### config.mk
export PLATFORM = sky130hd
export DESIGN_NAME = hzfwd_unit
export DESIGN_NICKNAME = d
export VERILOG_FILES = /design/src/rtl/hzfwd_pkg.sv /design/src/rtl/hzfwd_decode.sv /design/src/rtl/hzfwd_stall.sv /design/src/rtl/hzfwd_pick.sv /design/src/rtl/hzfwd_unit.sv
export SDC_FILE = /design/constraint.sdc
export NUM_CORES = 1
export LEC_CHECK = 0
export ABC_AREA = 1
export BUFFER_PORTS_ARGS = -buffer_cell sky130_fd_sc_hd__buf_2
export CELL_PAD_IN_SITES_DETAIL_PLACEMENT = 2
export CELL_PAD_IN_SITES_GLOBAL_PLACEMENT = 2
export CORE_MARGIN = 5
export CORE_UTILIZATION = 12
export DETAILED_ROUTE_END_ITERATION = 16
export GPL_TIMING_DRIVEN = 1
export PLACE_DENSITY_LB_ADDON = 0.2
export REMOVE_ABC_BUFFERS = 1
export SLEW_MARGIN = 10
export SYNTH_ARGS = -nofsm -noshare
export SYNTH_HDL_FRONTEND = slang
export SYNTH_SLANG_ARGS = --single-unit
export TNS_END_PERCENT = 50
### constraint.sdc
create_clock -name vclk -period 1.7
set_clock_uncertainty 0.05 [all_clocks]
set_input_delay 0.34 -clock vclk [all_inputs]
set_output_delay 0.34 -clock vclk [all_outputs]
set_load 0.01 [all_outputs]
### src/rtl/hzfwd_pkg.sv
package hzfwd_pkg;
    localparam int OPC_LSB = 22;
    localparam int OPC_W   = 3;
    localparam int RA_LSB  = 19;
    localparam int RB_LSB  = 16;
    localparam int DST_LSB = 0;
    localparam int IDX_W   = 3;

    typedef enum logic [OPC_W-1:0] {
        OP_ADD    = 3'd0,
        OP_NOR    = 3'd1,
        OP_LOAD   = 3'd2,
        OP_STORE  = 3'd3,
        OP_BRANCH = 3'd4,
        OP_LINK   = 3'd5,
        OP_STOP   = 3'd6,
        OP_IDLE   = 3'd7
    } opc_e;

    typedef struct packed {
        opc_e             opc;
        logic [IDX_W-1:0] ra;
        logic [IDX_W-1:0] rb;
        logic [IDX_W-1:0] dst;
        logic             wr;
    } dec_t;
endpackage

### src/rtl/hzfwd_decode.sv
module hzfwd_decode
    import hzfwd_pkg::*;
#(
    parameter int INSTR_W  = 32,
    parameter bit LOAD_FWD = 1'b1
) (
    input  logic [INSTR_W-1:0] instr,
    output dec_t               dec
);
    dec_t dec_d;

    always_comb begin
        dec_d     = '0;
        dec_d.opc = opc_e'(instr[OPC_LSB +: OPC_W]);
        dec_d.ra  = instr[RA_LSB +: IDX_W];
        dec_d.rb  = instr[RB_LSB +: IDX_W];
        unique case (dec_d.opc)
            OP_ADD, OP_NOR: begin
                dec_d.dst = instr[DST_LSB +: IDX_W];
                dec_d.wr  = 1'b1;
            end
            OP_LOAD: begin
                // load destination is the second register field
                dec_d.dst = instr[RB_LSB +: IDX_W];
                dec_d.wr  = LOAD_FWD;
            end
            default: begin
                dec_d.dst = '0;
                dec_d.wr  = 1'b0;
            end
        endcase
    end

    assign dec = dec_d;

    always_comb begin
        if (dec.wr)
            assert_dest_kind_R3: assert (dec.opc inside {OP_ADD, OP_NOR, OP_LOAD})
                else $error("writer decode on non-writing opcode");
    end
endmodule

### src/rtl/hzfwd_stall.sv
module hzfwd_stall
    import hzfwd_pkg::*;
(
    input  dec_t front,
    input  dec_t back,
    output logic stall
);
    logic stall_d;

    always_comb begin
        stall_d = 1'b0;
        if (back.opc == OP_LOAD) begin
            if ((back.rb == front.ra) || (back.rb == front.rb))
                stall_d = 1'b1;
        end
    end

    assign stall = stall_d;
endmodule

### src/rtl/hzfwd_pick.sv
module hzfwd_pick
    import hzfwd_pkg::*;
#(
    parameter int DATA_W  = 32,
    parameter int NUM_SRC = 3
) (
    input  logic [IDX_W-1:0]  want,
    input  logic [DATA_W-1:0] rf_val,
    input  logic [NUM_SRC-1:0] src_ok,
    input  logic [IDX_W-1:0]  src_dst [NUM_SRC],
    input  logic [DATA_W-1:0] src_val [NUM_SRC],
    output logic [DATA_W-1:0] picked
);
    logic [DATA_W-1:0] picked_d;

    // Sources are ordered oldest first; a later match overrides.
    always_comb begin
        picked_d = rf_val;
        for (int i = 0; i < NUM_SRC; i++) begin
            if (src_ok[i] && (src_dst[i] == want))
                picked_d = src_val[i];
        end
    end

    assign picked = picked_d;
endmodule

### src/rtl/hzfwd_unit.sv
module hzfwd_unit
    import hzfwd_pkg::*;
#(
    parameter int INSTR_W = 32,
    parameter int DATA_W  = 32
) (
    input  logic [INSTR_W-1:0] ifid_instr,
    input  logic [INSTR_W-1:0] idex_instr,
    input  logic [INSTR_W-1:0] exmem_instr,
    input  logic [INSTR_W-1:0] memwb_instr,
    input  logic [INSTR_W-1:0] wbend_instr,
    input  logic [DATA_W-1:0]  exmem_alu,
    input  logic [DATA_W-1:0]  memwb_wdata,
    input  logic [DATA_W-1:0]  wbend_wdata,
    input  logic [DATA_W-1:0]  rf_a,
    input  logic [DATA_W-1:0]  rf_b,
    output logic               stall,
    output logic [DATA_W-1:0]  opnd_a,
    output logic [DATA_W-1:0]  opnd_b
);
    localparam int NUM_SRC  = 3;
    localparam int NUM_OPND = 2;
    localparam int SRC_WB   = 0;
    localparam int SRC_MW   = 1;
    localparam int SRC_EM   = 2;

    dec_t dec_ifid, dec_idex, dec_em, dec_mw, dec_wb;

    hzfwd_decode #(.INSTR_W(INSTR_W), .LOAD_FWD(1'b1)) u_dec_ifid (.instr(ifid_instr),  .dec(dec_ifid));
    hzfwd_decode #(.INSTR_W(INSTR_W), .LOAD_FWD(1'b1)) u_dec_idex (.instr(idex_instr),  .dec(dec_idex));
    // a load in EX/MEM has no data yet, so it is not a source
    hzfwd_decode #(.INSTR_W(INSTR_W), .LOAD_FWD(1'b0)) u_dec_em   (.instr(exmem_instr), .dec(dec_em));
    hzfwd_decode #(.INSTR_W(INSTR_W), .LOAD_FWD(1'b1)) u_dec_mw   (.instr(memwb_instr), .dec(dec_mw));
    hzfwd_decode #(.INSTR_W(INSTR_W), .LOAD_FWD(1'b1)) u_dec_wb   (.instr(wbend_instr), .dec(dec_wb));

    hzfwd_stall u_stall (.front(dec_ifid), .back(dec_idex), .stall(stall));

    logic [NUM_SRC-1:0] src_ok;
    logic [IDX_W-1:0]   src_dst [NUM_SRC];
    logic [DATA_W-1:0]  src_val [NUM_SRC];
    logic [IDX_W-1:0]   want    [NUM_OPND];
    logic [DATA_W-1:0]  rf_val  [NUM_OPND];
    logic [DATA_W-1:0]  res     [NUM_OPND];

    always_comb begin
        src_ok[SRC_WB]  = dec_wb.wr;
        src_ok[SRC_MW]  = dec_mw.wr;
        src_ok[SRC_EM]  = dec_em.wr;
        src_dst[SRC_WB] = dec_wb.dst;
        src_dst[SRC_MW] = dec_mw.dst;
        src_dst[SRC_EM] = dec_em.dst;
        src_val[SRC_WB] = wbend_wdata;
        src_val[SRC_MW] = memwb_wdata;
        src_val[SRC_EM] = exmem_alu;
        want[0]   = dec_idex.ra;
        want[1]   = dec_idex.rb;
        rf_val[0] = rf_a;
        rf_val[1] = rf_b;
    end

    for (genvar g = 0; g < NUM_OPND; g++) begin : g_opnd
        hzfwd_pick #(.DATA_W(DATA_W), .NUM_SRC(NUM_SRC)) u_pick (
            .want    (want[g]),
            .rf_val  (rf_val[g]),
            .src_ok  (src_ok),
            .src_dst (src_dst),
            .src_val (src_val),
            .picked  (res[g])
        );
    end

    assign opnd_a = res[0];
    assign opnd_b = res[1];

    always_comb begin
        if (stall)
            assert_stall_needs_load_R1: assert (dec_idex.opc == OP_LOAD)
                else $error("stall without load in ID/EX");
        if ((dec_idex.opc == OP_LOAD) &&
            ((dec_idex.rb == dec_ifid.ra) || (dec_idex.rb == dec_ifid.rb)))
            assert_stall_on_match_R2: assert (stall)
                else $error("load-use match without stall");
        if (dec_em.wr && (dec_em.dst == dec_idex.ra))
            assert_youngest_wins_R6: assert (opnd_a == exmem_alu)
                else $error("EX/MEM match did not win");
        assert_no_load_em_R8: assert (!(dec_em.wr && (dec_em.opc == OP_LOAD)))
            else $error("load in EX/MEM offered as source");
        if (!(dec_em.wr && dec_em.dst == dec_idex.rb) &&
            !(dec_mw.wr && dec_mw.dst == dec_idex.rb) &&
            !(dec_wb.wr && dec_wb.dst == dec_idex.rb))
            assert_passthrough_R4: assert (opnd_b == rf_b)
                else $error("operand B altered without a match");
    end
endmodule

==> out/qor.yml <==
critical_path:
  worstSetupStartpointType: "input pin"
  worstSetupPathType: "in -> out"
  crit_fanout: 6
  crit_chain: "buf_8 -> inv_4 -> nand4_1 -> buf_4 -> nand2_1 -> nand2_1 -> nand2_2 -> nor2_4 -> buf_6 -> buf_12 -> nand3_1 -> nand3_1 -> nand2_1 -> nand2_1 -> buf_2"
  required_ps: 1310
  path_delay_family: "simple AND/OR/NAND/NOR gates"
  worst-path-buf-inv: 6
  crit_arrival_ps: 1930
  crit_path_top_delay_cell: "nor2_4"
  startpoint: "wbend_instr[24]"
  cp-end-kind: "output port"
  crit_top_cell: "nand2_1"
  slowest_delay_ps: 210
final_layout:
  fin_util: 0.265
  seq_cells: 0
  fill_cells: 3565
  stdcell_count: 1468
  n_clock_buffer: 0
  ff_latch_area_um2: 0
  multi_input_area_um2: 3750
  drive_gt1_frac: 0.543
  layout-area-overhead-vs-synth_pct: 119
  fin_nets: 1406
  antennaDiodeCount: 0
  final_area_um2: 7600
logic_synthesis:
  avgSynthCellArea_um2: 4.42
  ys_top_cells_by_area: "nand2_1 (37%), nand3_1 (35%), inv_1 (12%)"
  synth_compound_area_frac: 0.0140
  synth_cell_types: 20
  yosysTopAreaCellShare: 0.367
  synthMuxAreaShare: 0
  yosysSeqAreaShare: 0
  synth_top_family_by_area: "simple AND/OR/NAND/NOR gates"
  synthSimpleGateAreaFrac: 0.769
  synth_fa_ha_area_frac: 0
  syn_inst: 786
  synthTopCellsByCount: "nand2_1 (340), nand3_1 (242), inv_1 (107)"
  netlist_area_um2: 3480
  yosysMostFrequentCell: "nand2_1"
  yosysTopAreaCell: "nand2_1"
  synth_xor_area_frac: 0.0151
  synth_warnings: 0
power:
  powerDensity_nw_per_um2: 301
  ir_drop_mv: 0.0888
  power_uw: 2290
  power.leakage_uw: 0.00412
detailed_routing:
  dr.pass1.iters: 4
  ant_nets: 0
  vias_per_cell: 4.31
  drc: 0
  drtIter0Drc: 235
  detail_route.wl_per_cell_um: 21.1
  totalWireLength_mm: 31.0
  vias: 6320
placement:
  place.gp.congestion: 0.768
  dp_cells: 1425
  place_hpwl_mm: 20.5
  place_area_um2: 5620
  numPortBuffers: 267
timing:
  relSlewSlack: 0.818
  tightest_slew_ps: 273
  period_minus_slack_ps: 2320
  max_freq_mhz: 430
  period_share: 1.37
  rsz0062_at_grt: "true"
  timing_hold_violations_final: 0
  setup_tns_ps: -36610
  slew_violations: 0
  setup_ws_ps: -623
  setup_viol: 65
die:
  fp.dieArea_um2: 32500
  io_pins: 385
  dieHeight_um: 180
  core-area_um2: 28600
  start_util: 0.121
  fp.dieW_um: 180
  row_count: 62
global_route:
  grt_pass1_wl_mm: 41.0
  grt_pass1_vias: 6845
  track_usage: 0.158
  grt_max_degree: 33
  grt_antenna_before_repair: 4
  gr-total-overflow: 0
run_status:
  outcome: "finished with violations"
  violations: "negative setup slack"
hold_path:
  hold_start: "idex_instr[24]"
  min_path_type: "in -> out"
job:
  cap_viol_max_count: 0
[worst paths after layout]
check                 cells past startpoint  slack, ps         to
worst max-delay path                     15       -620  opnd_a[5]
worst min-delay path                      3        870      stall
[power breakdown]
group	internal, µW	total, µW	switching [µW]
Clock	0	0	0
Sequential	0	0	0
Combinational	1020	2290	1270
[layout by cell type (no fill, tap or decap), drive strengths merged, types with 2 or more instances in the layout]
cell    synthesis  final
nand2         343    343
buf            51    337
nand3         242    242
inv           108    108
nor2           16     16
clkbuf          3     15
a21oi           8      8
nand4           6      6
xnor2           4      4
xor2            2      2
[metrics by stage]
step / setup slack, ps / hold WS [ps]
floorplan: -1100 / 680
global placement: -701 / 866
detailed placement: -774 / 872
CTS: -600 / 873
global route: -756 / 885
finish: -623 / 869
[metal layers]
metal | up-vias | share of wire | GRT usage
met5 | - | 0.0018 | 0
met2 | 169 | 0.50 | 0.296
met1 | 3044 | 0.45 | 0.200
met3 | 18 | 0.042 | 0.0258
met4 | 8 | 0.0053 | 0.00635
li1 | 3081 | - | -
[kinds of logic (layout without fill, tap and decap cells)]
logic type / Yosys count / in the layout
and+or+nand+nor: 609 / 609
xor gates and xnor gates: 6 / 6
AOI/OAI and AO/OA: 9 / 9
buffers and inverters: 162 / 460
[final cells by class]
class	instances	share of cell area
multi-input combinational	624	0.493
timing repair buffer	352	0.388
inverter	108	0.0557
tap	384	0.0632
[timing repair]
action,CTS,global route
pin swaps,13,95
hold buffers,0,0
setup buffers,12,9
gates resized for setup,91,259
setup endpoints to repair,65,65
gates cloned,7,18
Power figures use the tool's default switching activity.
